[config.mk]
export PLATFORM = sky130hd
export DESIGN_NAME = mesh_port
export DESIGN_NICKNAME = d
export VERILOG_FILES = /design/src/rtl/mesh_port_pkg.sv /design/src/rtl/mp_slot.sv /design/src/rtl/mp_interlock.sv /design/src/rtl/mesh_port.sv
export SDC_FILE = /design/constraint.sdc
export NUM_CORES = 1
export LEC_CHECK = 0
export BUFFER_PORTS_ARGS = -buffer_cell sky130_fd_sc_hd__buf_2
export CORE_AREA = 2 2 165 167
export CTS_CLUSTER_SIZE = 14
export DETAILED_ROUTE_END_ITERATION = 8
export DIE_AREA = 0 0 167 169
export PLACE_DENSITY = 0.75
export SLEW_MARGIN = 20
export SYNTH_ARGS = -nofsm -noshare
export SYNTH_HDL_FRONTEND = slang
export SYNTH_HIERARCHICAL = 1
export SYNTH_SLANG_ARGS = --single-unit
[constraint.sdc]
create_clock -name clk -period 3.3 [get_ports clk]
set_input_delay 0.66 -clock clk [delete_from_list [all_inputs] [get_ports clk]]
set_output_delay 0.66 -clock clk [all_outputs]
set_load 0.01 [all_outputs]
[src/rtl/mesh_port_pkg.sv]
package mesh_port_pkg;

    localparam int NDIR = 4;
    localparam int SELW = $clog2(NDIR);

    typedef enum logic [SELW-1:0] {
        DIR_N = 2'd0,
        DIR_E = 2'd1,
        DIR_S = 2'd2,
        DIR_W = 2'd3
    } dir_e;

    typedef struct packed {
        logic            use_in;
        logic [SELW-1:0] in_sel;
        logic [NDIR-1:0] out_mask;
        logic            from_alu;
    } net_op_t;

    function automatic logic [NDIR-1:0] dir_bit(input logic [SELW-1:0] s);
        return NDIR'(1) << s;
    endfunction

endpackage

[src/rtl/mp_slot.sv]
module mp_slot #(
    parameter int W = 32
) (
    input  logic         clk,
    input  logic         rst,
    input  logic         push,
    input  logic [W-1:0] push_data,
    input  logic         pop,
    output logic         full,
    output logic [W-1:0] data
);

    always_ff @(posedge clk) begin
        if (rst) begin
            full <= 1'b0;
            data <= '0;
        end else if (push) begin
            full <= 1'b1;
            data <= push_data;
        end else if (pop) begin
            full <= 1'b0;
        end
    end

    assert_no_overflow_R2: assert property (@(posedge clk) disable iff (rst)
        push |-> !full);

    assert_pop_occupied_R11: assert property (@(posedge clk) disable iff (rst)
        pop |-> full);

endmodule

[src/rtl/mp_interlock.sv]
module mp_interlock
    import mesh_port_pkg::*;
(
    input  logic            clk,
    input  logic            rst,
    input  logic            op_valid,
    input  net_op_t         main_op,
    input  logic            mv_en,
    input  logic [SELW-1:0] mv_sel,
    input  logic [NDIR-1:0] mv_mask,
    input  logic [NDIR-1:0] in_full,
    input  logic [NDIR-1:0] out_full,
    output net_op_t         eff_op,
    output logic            stall,
    output logic            fire,
    output logic [NDIR-1:0] pop_in,
    output logic [NDIR-1:0] push_out
);

    logic main_uses_net;
    logic in_miss;
    logic out_block;

    always_comb begin
        main_uses_net = main_op.use_in | (|main_op.out_mask);
        if (main_uses_net || !mv_en) begin
            eff_op = main_op;
        end else begin
            eff_op.use_in   = 1'b1;
            eff_op.in_sel   = mv_sel;
            eff_op.out_mask = mv_mask;
            eff_op.from_alu = 1'b0;
        end
    end

    assign in_miss   = eff_op.use_in & ~in_full[eff_op.in_sel];
    assign out_block = |(eff_op.out_mask & out_full);
    assign stall     = op_valid & (in_miss | out_block);
    assign fire      = op_valid & ~stall;
    assign pop_in    = (fire && eff_op.use_in) ? dir_bit(eff_op.in_sel) : '0;
    assign push_out  = fire ? eff_op.out_mask : '0;

    assert_single_pop_R8: assert property (@(posedge clk) disable iff (rst)
        $onehot0(pop_in));

    assert_pop_needs_word_R6: assert property (@(posedge clk) disable iff (rst)
        |(pop_in & ~in_full) == 1'b0);

    assert_no_write_on_stall_R7: assert property (@(posedge clk) disable iff (rst)
        stall |-> (push_out == '0 && pop_in == '0));

    assert_idle_quiet_R10: assert property (@(posedge clk) disable iff (rst)
        !op_valid |-> (!stall && push_out == '0 && pop_in == '0));

endmodule

[src/rtl/mesh_port.sv]
module mesh_port
    import mesh_port_pkg::*;
#(
    parameter int W = 32
) (
    input  logic                     clk,
    input  logic                     rst,
    input  logic [NDIR-1:0]          in_valid,
    input  logic [NDIR-1:0][W-1:0]   in_data,
    output logic [NDIR-1:0]          in_ready,
    output logic [NDIR-1:0]          out_valid,
    output logic [NDIR-1:0][W-1:0]   out_data,
    input  logic [NDIR-1:0]          out_ready,
    input  logic                     op_valid,
    input  logic                     op_use_in,
    input  logic [SELW-1:0]          op_in_sel,
    input  logic [NDIR-1:0]          op_out_mask,
    input  logic                     op_from_alu,
    input  logic [W-1:0]             alu_result,
    input  logic                     mv_en,
    input  logic [SELW-1:0]          mv_in_sel,
    input  logic [NDIR-1:0]          mv_out_mask,
    output logic [W-1:0]             rd_data,
    output logic                     stall
);

    net_op_t               main_op;
    net_op_t               eff_op;
    logic                  fire;
    logic [NDIR-1:0]       in_full;
    logic [NDIR-1:0]       out_full;
    logic [NDIR-1:0]       pop_in;
    logic [NDIR-1:0]       push_out;
    logic [NDIR-1:0][W-1:0] in_q;
    logic [W-1:0]          send_word;

    assign main_op.use_in   = op_use_in;
    assign main_op.in_sel   = op_in_sel;
    assign main_op.out_mask = op_out_mask;
    assign main_op.from_alu = op_from_alu;

    mp_interlock u_lock (
        .clk      (clk),
        .rst      (rst),
        .op_valid (op_valid),
        .main_op  (main_op),
        .mv_en    (mv_en),
        .mv_sel   (mv_in_sel),
        .mv_mask  (mv_out_mask),
        .in_full  (in_full),
        .out_full (out_full),
        .eff_op   (eff_op),
        .stall    (stall),
        .fire     (fire),
        .pop_in   (pop_in),
        .push_out (push_out)
    );

    assign rd_data   = in_q[eff_op.in_sel];
    assign send_word = eff_op.from_alu ? alu_result : rd_data;

    for (genvar d = 0; d < NDIR; d++) begin : g_dir
        mp_slot #(.W(W)) u_rx (
            .clk       (clk),
            .rst       (rst),
            .push      (in_valid[d] & ~in_full[d]),
            .push_data (in_data[d]),
            .pop       (pop_in[d]),
            .full      (in_full[d]),
            .data      (in_q[d])
        );

        mp_slot #(.W(W)) u_tx (
            .clk       (clk),
            .rst       (rst),
            .push      (push_out[d]),
            .push_data (send_word),
            .pop       (out_full[d] & out_ready[d]),
            .full      (out_full[d]),
            .data      (out_data[d])
        );

        assign in_ready[d]  = ~in_full[d];
        assign out_valid[d] = out_full[d];

        assert_mcast_land_R4: assert property (@(posedge clk) disable iff (rst)
            (fire && eff_op.out_mask[d]) |=> out_valid[d]);

        assert_alu_source_R5: assert property (@(posedge clk) disable iff (rst)
            (fire && eff_op.out_mask[d] && eff_op.from_alu)
                |=> out_data[d] == $past(alu_result));

        assert_free_stays_free_R7: assert property (@(posedge clk) disable iff (rst)
            (stall && !out_full[d]) |=> !out_full[d]);

        assert_word_kept_R7: assert property (@(posedge clk) disable iff (rst)
            (stall && in_full[d]) |=> in_full[d]);
    end

endmodule

**Word level (Yosys, flattened, before mapping)**

Cells that the tools add are included.

- Register bits after elaboration: 264
- Input port bits: 186
- Output and inout bits: 169
- Logic and storage cells: 75

- Order comparisons: 1
- Shifts and indexed selects: 1
- Multiplexer cells: 24
- Bitwise operators: 20
- Reduce and logical (&&, ||, !) cells: 13

Operator list:

| cell | count |
|---|---|
| $bmux W32 S2 | 1 |
| $mux W32 | 2 |
| $mux W1 | 17 |
| $reduce_bool A2 Y1 | 8 |
| $and A1 B1 Y1 | 11 |
| $mux W4 | 2 |
| $mux W8 | 1 |
| $reduce_or A4 Y1 | 2 |
| $not A1 Y1 | 6 |
| $and A4 B4 Y4 | 1 |
| $shl A1 B2 Y4 const A | 1 |
| $lt A2 B3 Y1 const B | 1 |
| $bmux W1 S2 | 1 |
| $or A1 B1 Y1 | 2 |
| $logic_and A1 B1 Y1 | 1 |
| $logic_not A1 Y1 | 1 |
| $logic_or A1 B1 Y1 | 1 |

**Logic depth before layout (Yosys ltp)**

Gate-level depths: netlist (run 1).

- Depth in word-level cells: 16
- Mapped depth: 14
- Gate-level depth less buffers: 9

**Modules after synthesis**

Netlist (run 1), hierarchy kept.

Modules (own cells, without submodules):

| module | times used | cells an instance | area each (µm²) | seq. area each (µm²) |
|---|---|---|---|---|
| mp_slot | 8 | 108 | 1,204.9 | 660.6 |
| mesh_port | 1 | 228 | 2,088.3 | 0.0 |
| mp_interlock | 1 | 69 | 481.7 | 0.0 |

**Worst setup path after synthesis (run 1)**

Ideal clock, no wire load.

- Kind: input port to output port
- From: input port op_out_mask[0]
- To: output port rd_data[10]
- Data arrival time: 2.780 ns
- Data required time: 2.640 ns
- Path slack: -0.140 ns
- Cell stages on the path: 9
- Path buffers: 3
- Cell sequence: or4b_1 -> buf_6 -> nor2_1 -> nand2_1 -> o21ai_0 -> buf_6 -> buf_12 -> mux2_4 -> mux2_2

RTL lines:

| what | RTL line | RTL |
|---|---|---|
| start: declaration | mesh_port.sv:17 | `input logic [NDIR-1:0] op_out_mask,` |
| end: declaration | mesh_port.sv:23 | `output logic [W-1:0] rd_data,` |

==> summary.md, run 1 <==
| Metric | Value |
|---|---|
| Peak supply drop | `0.000473 V` |
| Mean Syn Cell Area | `10.5 um2` |
| CTS tree | `built` |
| IO Port Bufs | `354` |
| Iteration-0 DRC Markers | `707` |
| Worst path required time | `2.64 ns` |
| HPWL Detailed | `25300 um` |
| NetSw | `2.17 mW` |
| Failing checks | `setup timing` |
| DRT Wirelength | `36500 um` |
| Clock skew | `0.0163 ns` |
| H-tree depth | `1` |
| Worst path slowest cell | `or4b_4` |
| Die W | `167 um` |
| Type of the worst min-delay path | `input pin to flip-flop` |
| Die Height | `169 um` |
| Max-slew violation count | `0` |
| Vias in the first global route | `9695` |
| Crit-path max cell delay | `0.56 ns` |
| Worst-margin pin slew | `0.712 ns` |
| Max FO, Critical Path | `8` |
| Post-route insts no fill | `1888` |
| Status | `finished, violations left` |
| Total track usage | `24.2%` |
| Post-route ant nets | `0` |
| Max cap viols | `0` |
| FF-to-FF End | `g_dir[2].u_tx/data[18]` |
| Reg2reg path depth | `7` |
| Final Hold Fails | `0` |
| Filler cells | `2229` |
| RSZ-0062 raised after global routing | `yes` |
| Worst path cell trace | `buf_6 -> or4b_4 -> nor2_4 -> buf_6 -> o21ai_4 -> buf_12 -> buf_12 -> buf_16 -> mux2_4 -> mux2_4 -> buf_6` |
| Cell area after synthesis | `0.0122 mm2` |
| Drt wl/cell | `19.3 um` |
| Final instance area | `0.0157 mm2` |
| Crit path kind | `input pin to primary output` |
| Placed standard-cell area | `0.0139 mm2` |
| I/O pin cnt | `355` |
| Max frequency | `0.292 GHz` |
| Post-layout util | `59.1%` |
| Total iterations of the first detailed-routing run | `5` |
| Hold Crit Depth | `3` |
| GRT overflow | `0` |
| Dpl cells | `1802` |
| Total Power | `8.25 mW` |
| Initial antenna violation count | `9` |
| Hold Crit Endpoint | `g_dir[2].u_rx/data[24]` |
| Avg Vias per Cell | `5.23` |
| CTS sink count | `264` |
| Min-delay src | `in_data[88]` |
| Share of layout cells above drive strength 1 | `37.6%` |
| Vias | `9871` |
| Worst-skew pair later-pin latency | `0.55 ns` |
| YS warnings | `6` |
| Period utilisation layout | `104%` |
| Worst-case clock buffer depth | `3` |
| Leak | `7.41 nW` |
| Largest net degree at the start of global routing | `87` |
| DRC violations left | `0` |
| Fin Setup TNS | `-2.12 ns` |
| P&R area growth vs syn | `28.5%` |
| CP Launch Type | `input pin` |
| Slew margin rel. | `52.5%` |
| R2r setup slk | `0.90 ns` |
| # setup viols final | `30` |
| Switching Share | `26.3%` |
| Place WS | `-0.276 ns` |
| Syn Nets | `1345` |
| Core Box Area | `0.0265 mm2` |
| CP dominant cell by count | `buf_6` |
| Combinational power share | `18.2%` |
| GPL Wtd Cong | `0.888` |
| Final critical-path required period | `3.42 ns` |
| Num CTS Buffers | `29` |
| Worst-path clk slew | `0.06 ns` |
| Critical path buffers and inverters | `6` |
| CP Capture Type | `primary output` |
| PD cells | `526 mW/mm2` |
| Starting density of the core | `46.0%` |
| Gate Count Post-Synth | `1159` |
| Flop pwr share | `42.5%` |
| Die area | `0.0282 mm2` |
| Std-Cell Rows | `60` |
| Cell at the root of the clock tree | `clkbuf_16` |
| Largest delay contributor family on the critical path | `buffers and inverters` |
| NumNets Final | `1704` |
| Clock power frac | `39.4%` |
| CP Data Arrival Time | `2.76 ns` |
| Worst setup margin | `-0.125 ns` |
| Worst reg2reg path startpoint | `g_dir[1].u_tx/full` |
| First-pass GRT wire length | `54000 um` |
| Pint | `6.08 mW` |
| Hold WS | `0.343 ns` |
-- flip-flops by register name, summed over array words and instances (netlist names) --
name	cells
g_dir.u_tx/data	128
g_dir.u_tx/full	4
g_dir.u_rx/full	4
g_dir.u_rx/data	128
-- routing by layer --
layer | vias to the layer above | share of wire, % | global-route usage [%] | routed length (um)
li1 | 4653 | - | - | -
met1 | 4703 | 41 | 30.1 | 15100
met2 | 416 | 48 | 40.4 | 17400
met3 | 97 | 6.7 | 4.65 | 2450
met4 | 2 | 4.1 | 11.5 | 1480
met5 | - | 0.036 | 0 | 13
-- power groups by stage --
stage | registers [mW] | logic, mW | clock network [mW]
5_1_grt | 3.52 | 1.60 | 3.42
4_1_cts | 3.50 | 1.47 | 3.30
3_5_place_dp | 3.56 | 1.34 | 0
3_3_place_gp | 3.56 | 1.31 | 0
2_1_floorplan | 3.57 | 0.921 | 0
6_report | 3.50 | 1.50 | 3.25
-- worst min-delay path: stages --
cell     delay [ns]
buf_2          0.07
mux2i_1        0.06
nor2_1         0.07
-- cell usage in the layout (no fill, tap or decap), types with 5 or more instances in the layout --
| cell | instances |
|---|---|
| inv_1 | 49 |
| buf_12 | 18 |
| buf_2 | 322 |
| buf_16 | 6 |
| diode_2 | 8 |
| buf_6 | 35 |
| a21oi_1 | 40 |
| clkbuf_8 | 8 |
| mux2_2 | 5 |
| dfxtp_1 | 264 |
| clkbuf_16 | 30 |
| buf_4 | 35 |
| clkbuf_1 | 9 |
| nor2_1 | 259 |
| nor3_1 | 5 |
| o22ai_1 | 32 |
| nand2_1 | 6 |
| mux2i_1 | 258 |
| mux2_4 | 92 |
| nand2b_1 | 9 |
-- worst max-delay path by stage --
stage,start,endpoint,slack (ns),depth (start not counted)
after floorplan,op_out_mask[0],rd_data[10],0.02,9
after global placement,op_out_mask[0],rd_data[24],-0.24,9
after detailed placement,op_out_mask[0],rd_data[24],-0.28,9
after CTS,op_use_in,rd_data[18],-0.12,11
after global routing,op_use_in,rd_data[17],-0.16,11
final,op_use_in,rd_data[17],-0.12,11
-- area by class of cell --
| cell class | instances | area (um2) | share of cell area [%] |
|---|---|---|---|
| antenna | 8 | 20.0 | 0.128 |
| clock buffer | 46 | 870 | 5.55 |
| clock inverter | 6 | 90.1 | 0.575 |
| inverter | 49 | 184 | 1.17 |
| multi-input combinational | 755 | 5940 | 37.9 |
| sequential | 264 | 5290 | 33.7 |
| tap | 341 | 427 | 2.72 |
| timing repair buffer | 419 | 2850 | 18.2 |
-- what timing repair did --
action	4_1_cts	5_1_grt
pin swaps	3	0
cloned	6	1
hold buffers	0	0
setup endpoints to repair	33	33
buffers inserted	10	9
gates resized for setup	83	5
No activity file was read; power rests on OpenSTA's default activity.
==> inputs of run 2 (changes only) <==
Settings changed: SKIP_CTS_REPAIR_TIMING set to 1.
==> run 2 against run 1 <==
  * The run still ends with setup timing left
  * Register-to-register slack got worse by 0.02 ns
  * Critical path type unchanged
  * Critical path depth fell by 1
  * Design area fell by 1.1%
  * Worst hold slack got worse by 0.0015 ns
  * Via count barely moved
==> summary.md, run 2 (synthesis results as in run 1) <==
| Metric | Value |
|---|---|
| CTS sink count | `264` |
| Largest regs | `g_dir.u_rx/data: 128 flops, g_dir.u_tx/data: 128 flops` |
| Iteration-0 DRC Markers | `760` |
| Total Power | `8.20 mW` |
| Flop pwr share | `42.7%` |
| Max frequency | `0.296 GHz` |
| Placed standard-cell area | `0.0139 mm2` |
| GRT overflow | `0` |
| H-tree depth | `1` |
| Worst setup margin | `-0.0732 ns` |
| Final critical-path required period | `3.37 ns` |
| NumNets Final | `1696` |
| Vias | `9876` |
| DRT Wirelength | `36300 um` |
| Clock power frac | `39.4%` |
| Die area | `0.0282 mm2` |
| NetSw | `2.15 mW` |
| Vias in the first global route | `9554` |
| Max cap viols | `0` |
| Period utilisation layout | `102%` |
| Combinational power share | `17.9%` |
| Cell at the root of the clock tree | `clkbuf_16` |
| DRC violations left | `0` |
| R2r setup slk | `0.88 ns` |
| PD cells | `529 mW/mm2` |
| Final instance area | `0.0155 mm2` |
| IO Port Bufs | `354` |
| Status | `finished, violations left` |
| Type of the worst min-delay path | `input pin to flip-flop` |
| Leak | `7.33 nW` |
| Failing checks | `setup timing` |
| HPWL Detailed | `25300 um` |
| I/O pin cnt | `355` |
| Worst-margin pin slew | `0.710 ns` |
| # setup viols final | `32` |
| Drt wl/cell | `19.3 um` |
| Max FO, Critical Path | `8` |
| Initial antenna violation count | `9` |
| Core Box Area | `0.0265 mm2` |
| Post-route insts no fill | `1880` |
| Final Hold Fails | `0` |
| Max-slew violation count | `0` |
| Clock skew | `0.0155 ns` |
| Total iterations of the first detailed-routing run | `5` |
| Post-route ant nets | `0` |
| Die W | `167 um` |
| Worst-case clock buffer depth | `3` |
| Pint | `6.05 mW` |
| CP Capture Type | `primary output` |
| Die Height | `169 um` |
| Largest net degree at the start of global routing | `87` |
| Starting density of the core | `46.0%` |
| Commonest non-fill, non-tap cell in the layout | `buf_2` |
| Dpl cells | `1802` |
| Avg Vias per Cell | `5.25` |
| Num CTS Buffers | `29` |
| First-pass GRT wire length | `52500 um` |
| Worst path required time | `2.64 ns` |
| RSZ-0062 raised after global routing | `yes` |
| Slew margin rel. | `52.7%` |
| GPL Wtd Cong | `0.888` |
| Share of layout cells above drive strength 1 | `37.3%` |
| Post-layout util | `58.5%` |
| P&R area growth vs syn | `27.1%` |
| Hold WS | `0.342 ns` |
| Crit path kind | `input pin to primary output` |
| Commonest cells after routing, fill and taps aside | `buf_2 (322), dfxtp_1 (264), nor2_1 (259)` |
| Worst-path clk slew | `0.06 ns` |
| CP Launch Type | `input pin` |
| Peak supply drop | `0.000470 V` |
| Filler cells | `2275` |
| Worst-skew pair later-pin latency | `0.55 ns` |
| CTS tree | `built` |
| Std-Cell Rows | `60` |
| Switching Share | `26.2%` |
| Total track usage | `23.4%` |
| CP Data Arrival Time | `2.71 ns` |
[run 2: cell types whose count changed in the layout (fill, tap and decap cells not counted), moves of 3 or more]
cell	before	now
buf_16	6	0
clkbuf_16	30	34
buf_12	18	15
mux2_4	92	88
mux2_2	5	9
[run 2: critical path, stage by stage]
cell	delay, ns
buf_6	0.09
or4b_4	0.57
nor2_4	0.13
nand2_2	0.08
o21ai_4	0.09
buf_12	0.19
clkbuf_16	0.18
mux2_4	0.31
mux2_2	0.28
buf_6	0.13
[run 2: final timing paths]
kind                                             from                     end  depth (start not counted)
worst max-delay path                   op_out_mask[1]             rd_data[15]                         10
worst min-delay path                      in_data[88]  g_dir[2].u_rx/data[24]                          3
worst max register to register     g_dir[1].u_tx/full  g_dir[2].u_tx/data[18]                          7
worst min register to register  g_dir[3].u_tx/data[7]   g_dir[3].u_tx/data[7]                          2
[run 2: area by class of cell]
class,count,area (um2),share of cell area (%)
inverters,49,184,1.19
clock buffers,46,870,5.61
repair buffers,411,2690,17.4
diodes,8,20.0,0.129
flip-flops and latches,264,5290,34.1
well taps,341,427,2.75
multi-input cells,755,5930,38.3
clock inverters,6,90.1,0.581
[run 2: power by group through the flow]
stage / Sequential (mW) / Combinational, mW / Clock, mW
after detailed placement: 3.56 / 1.34 / 0
after global placement: 3.56 / 1.31 / 0
after floorplan: 3.57 / 0.921 / 0
after CTS: 3.50 / 1.35 / 3.30
final: 3.50 / 1.46 / 3.23
after global routing: 3.52 / 1.56 / 3.42
[run 2: layer usage]
metal	share of wire, %	wire [um]	up-vias	GRT usage [%]
li1	-	-	4649	-
met1	42	15200	4697	29.5
met2	47	17200	434	39.1
met3	6.7	2430	94	4.21
met4	3.8	1380	2	10.7
met5	0.036	13	-	0
[run 2: metrics by stage]
step / worst slack [ns] / setup TNS (ns)
after CTS: -0.288 / -7.01
after floorplan: 0.0248 / 0
after global placement: -0.242 / -8.56
after detailed placement: -0.276 / -11.40
after global routing: -0.112 / -2.69
final: -0.0732 / -1.29
==> inputs of run 3 (changes only) <==
Clock period 3.3 ns to 3.06 ns, I/O delays scaled along.
==> run 3 against run 2 <==
  * Utilization decreased by 0.22 points
  * Worst hold slack got worse by 0.043 ns
  * Via count decreased by 0.63%
  * The flow still finishes with violations (setup timing)
==> summary.md, run 3 (synthesis results as in run 1) <==
| Metric | Value |
|---|---|
| Status | `finished, violations left` |
| Failing checks | `setup timing` |
| Worst path required time | `2.45 ns` |
| NumNets Final | `1699` |
| Post-route ant nets | `0` |
| Max-slew violation count | `0` |
| GPL Wtd Cong | `0.889` |
| Die Height | `169 um` |
| Core Box Area | `0.0265 mm2` |
| Max cap viols | `0` |
| Share of layout cells above drive strength 1 | `37.9%` |
| I/O pin cnt | `355` |
| Fin Setup TNS | `-6.30 ns` |
| Worst-skew pair later-pin latency | `0.55 ns` |
| Post-layout util | `58.3%` |
| Critical path buffers and inverters | `4` |
| Total iterations of the first detailed-routing run | `5` |
| Leak | `7.34 nW` |
| Worst path slowest cell | `or4b_4` |
| Worst setup margin | `-0.223 ns` |
| Num CTS Buffers | `29` |
| Final critical-path required period | `3.28 ns` |
| RSZ-0062 raised after global routing | `yes` |
| Drt wl/cell | `19.7 um` |
| Max frequency | `0.305 GHz` |
| PD cells | `573 mW/mm2` |
| Slew margin rel. | `53.1%` |
| CTS tree | `built` |
| CP Launch Type | `input pin` |
| Die W | `167 um` |
| Worst path cell trace | `buf_6 -> or4b_4 -> nor2_4 -> nand2_2 -> o21ai_4 -> buf_12 -> clkbuf_16 -> mux2_4 -> mux2_4 -> buf_2` |
| Worst-margin pin slew | `0.702 ns` |
| CP dominant cell by count | `mux2_4` |
| Commonest non-fill, non-tap cell in the layout | `buf_2` |
| Vias in the first global route | `9787` |
| Hold WS | `0.298 ns` |
| Initial antenna violation count | `11` |
| Largest net degree at the start of global routing | `104` |
| IO Port Bufs | `354` |
| Largest regs | `g_dir.u_rx/data: 128 flops, g_dir.u_tx/data: 128 flops` |
| CP Data Arrival Time | `2.67 ns` |
| Type of the worst min-delay path | `input pin to flip-flop` |
| CTS sink count | `264` |
| Period utilisation layout | `107%` |
| HPWL Detailed | `26000 um` |
| Avg Vias per Cell | `5.21` |
| Total track usage | `24.3%` |
| Std-Cell Rows | `60` |
| Vias | `9814` |
| Starting density of the core | `46.0%` |
| P&R area growth vs syn | `26.6%` |
| Cell at the root of the clock tree | `clkbuf_16` |
| DRT Wirelength | `37000 um` |
| Final Hold Fails | `0` |
| Iteration-0 DRC Markers | `572` |
| Placed standard-cell area | `0.0141 mm2` |
| CP Capture Type | `primary output` |
| # setup viols final | `33` |
| Worst-path clk slew | `0.06 ns` |
| Worst-case clock buffer depth | `3` |
| Clock skew | `0.0195 ns` |
| Commonest cells after routing, fill and taps aside | `buf_2 (334), dfxtp_1 (264), nor2_1 (259)` |
| Final instance area | `0.0154 mm2` |
| Largest delay contributor family on the critical path | `simple AND/OR/NAND/NOR gates` |
| Peak supply drop | `0.000458 V` |
| First-pass GRT wire length | `54600 um` |
| Crit-path max cell delay | `0.57 ns` |
| Die area | `0.0282 mm2` |
| DRC violations left | `0` |
| Crit path kind | `input pin to primary output` |
| H-tree depth | `1` |
| GRT overflow | `0` |
| Max FO, Critical Path | `10` |
| Total Power | `8.84 mW` |
-- run 3: cell count changes in the layout (fill, tap and decap cells not counted), sizes merged --
| cell | previous run | this run |
|---|---|---|
| clkbuf | 51 | 42 |
| clkinvlp | 1 | 2 |
| buf | 406 | 410 |
| diode | 8 | 10 |
| clkinv | 1 | 6 |
-- run 3: metrics by stage --
| step | setup WS [ns] | instances |
|---|---|---|
| CTS | -0.292 | 1860 |
| global route | -0.259 | 1882 |
| detailed placement | -0.301 | 1810 |
| global placement | -0.268 | 1810 |
| finish | -0.223 | 1883 |
| floorplan | -0.0697 | 1159 |
-- run 3: final timing paths --
path                                            start                endpoint  slack (ns)  cells after the start
worst max-delay path                   op_out_mask[0]             rd_data[19]       -0.22                     10
worst min-delay path                     in_data[121]  g_dir[3].u_rx/data[25]        0.30                      3
worst max register to register     g_dir[0].u_tx/full  g_dir[2].u_tx/data[17]        0.78                      7
worst min register to register  g_dir[2].u_tx/data[8]   g_dir[2].u_tx/data[8]        0.49                      2
-- run 3: routing by layer --
metal / routed length, um / vias up / GRT usage [%]
met5: 0 / - / 0
met4: 1230 / 0 / 9.03
met3: 2540 / 82 / 6.10
met2: 18500 / 366 / 42.7
met1: 14800 / 4726 / 28.7
li1: - / 4640 / -
-- run 3: layout make-up --
cell class                      instances  area (um2)
Antenna cell                           10        25.0
Clock buffer                           38         840
Clock inverter                         12         125
Fill cell                            2213       11100
Inverter                               49         184
Multi-Input combinational cell        755        5960
Sequential cell                       264        5290
Tap cell                              341         427
Timing Repair Buffer                  414        2600
-- run 3: power breakdown --
| group | switching (mW) | internal (mW) |
|---|---|---|
| registers | 0.130 | 3.65 |
| clock network | 1.42 | 2.09 |
| logic | 0.797 | 0.762 |
| total | 2.35 | 6.49 |
-- run 3: worst reg2reg max path: stages (launching register included) --
cell and delay [ns]:
dfxtp_1 0.35, a22oi_1 0.28, o31ai_1 0.10, or4_1 0.49
and4b_2 0.37, buf_12 0.25, mux2i_1 0.26, nor2_1 0.06
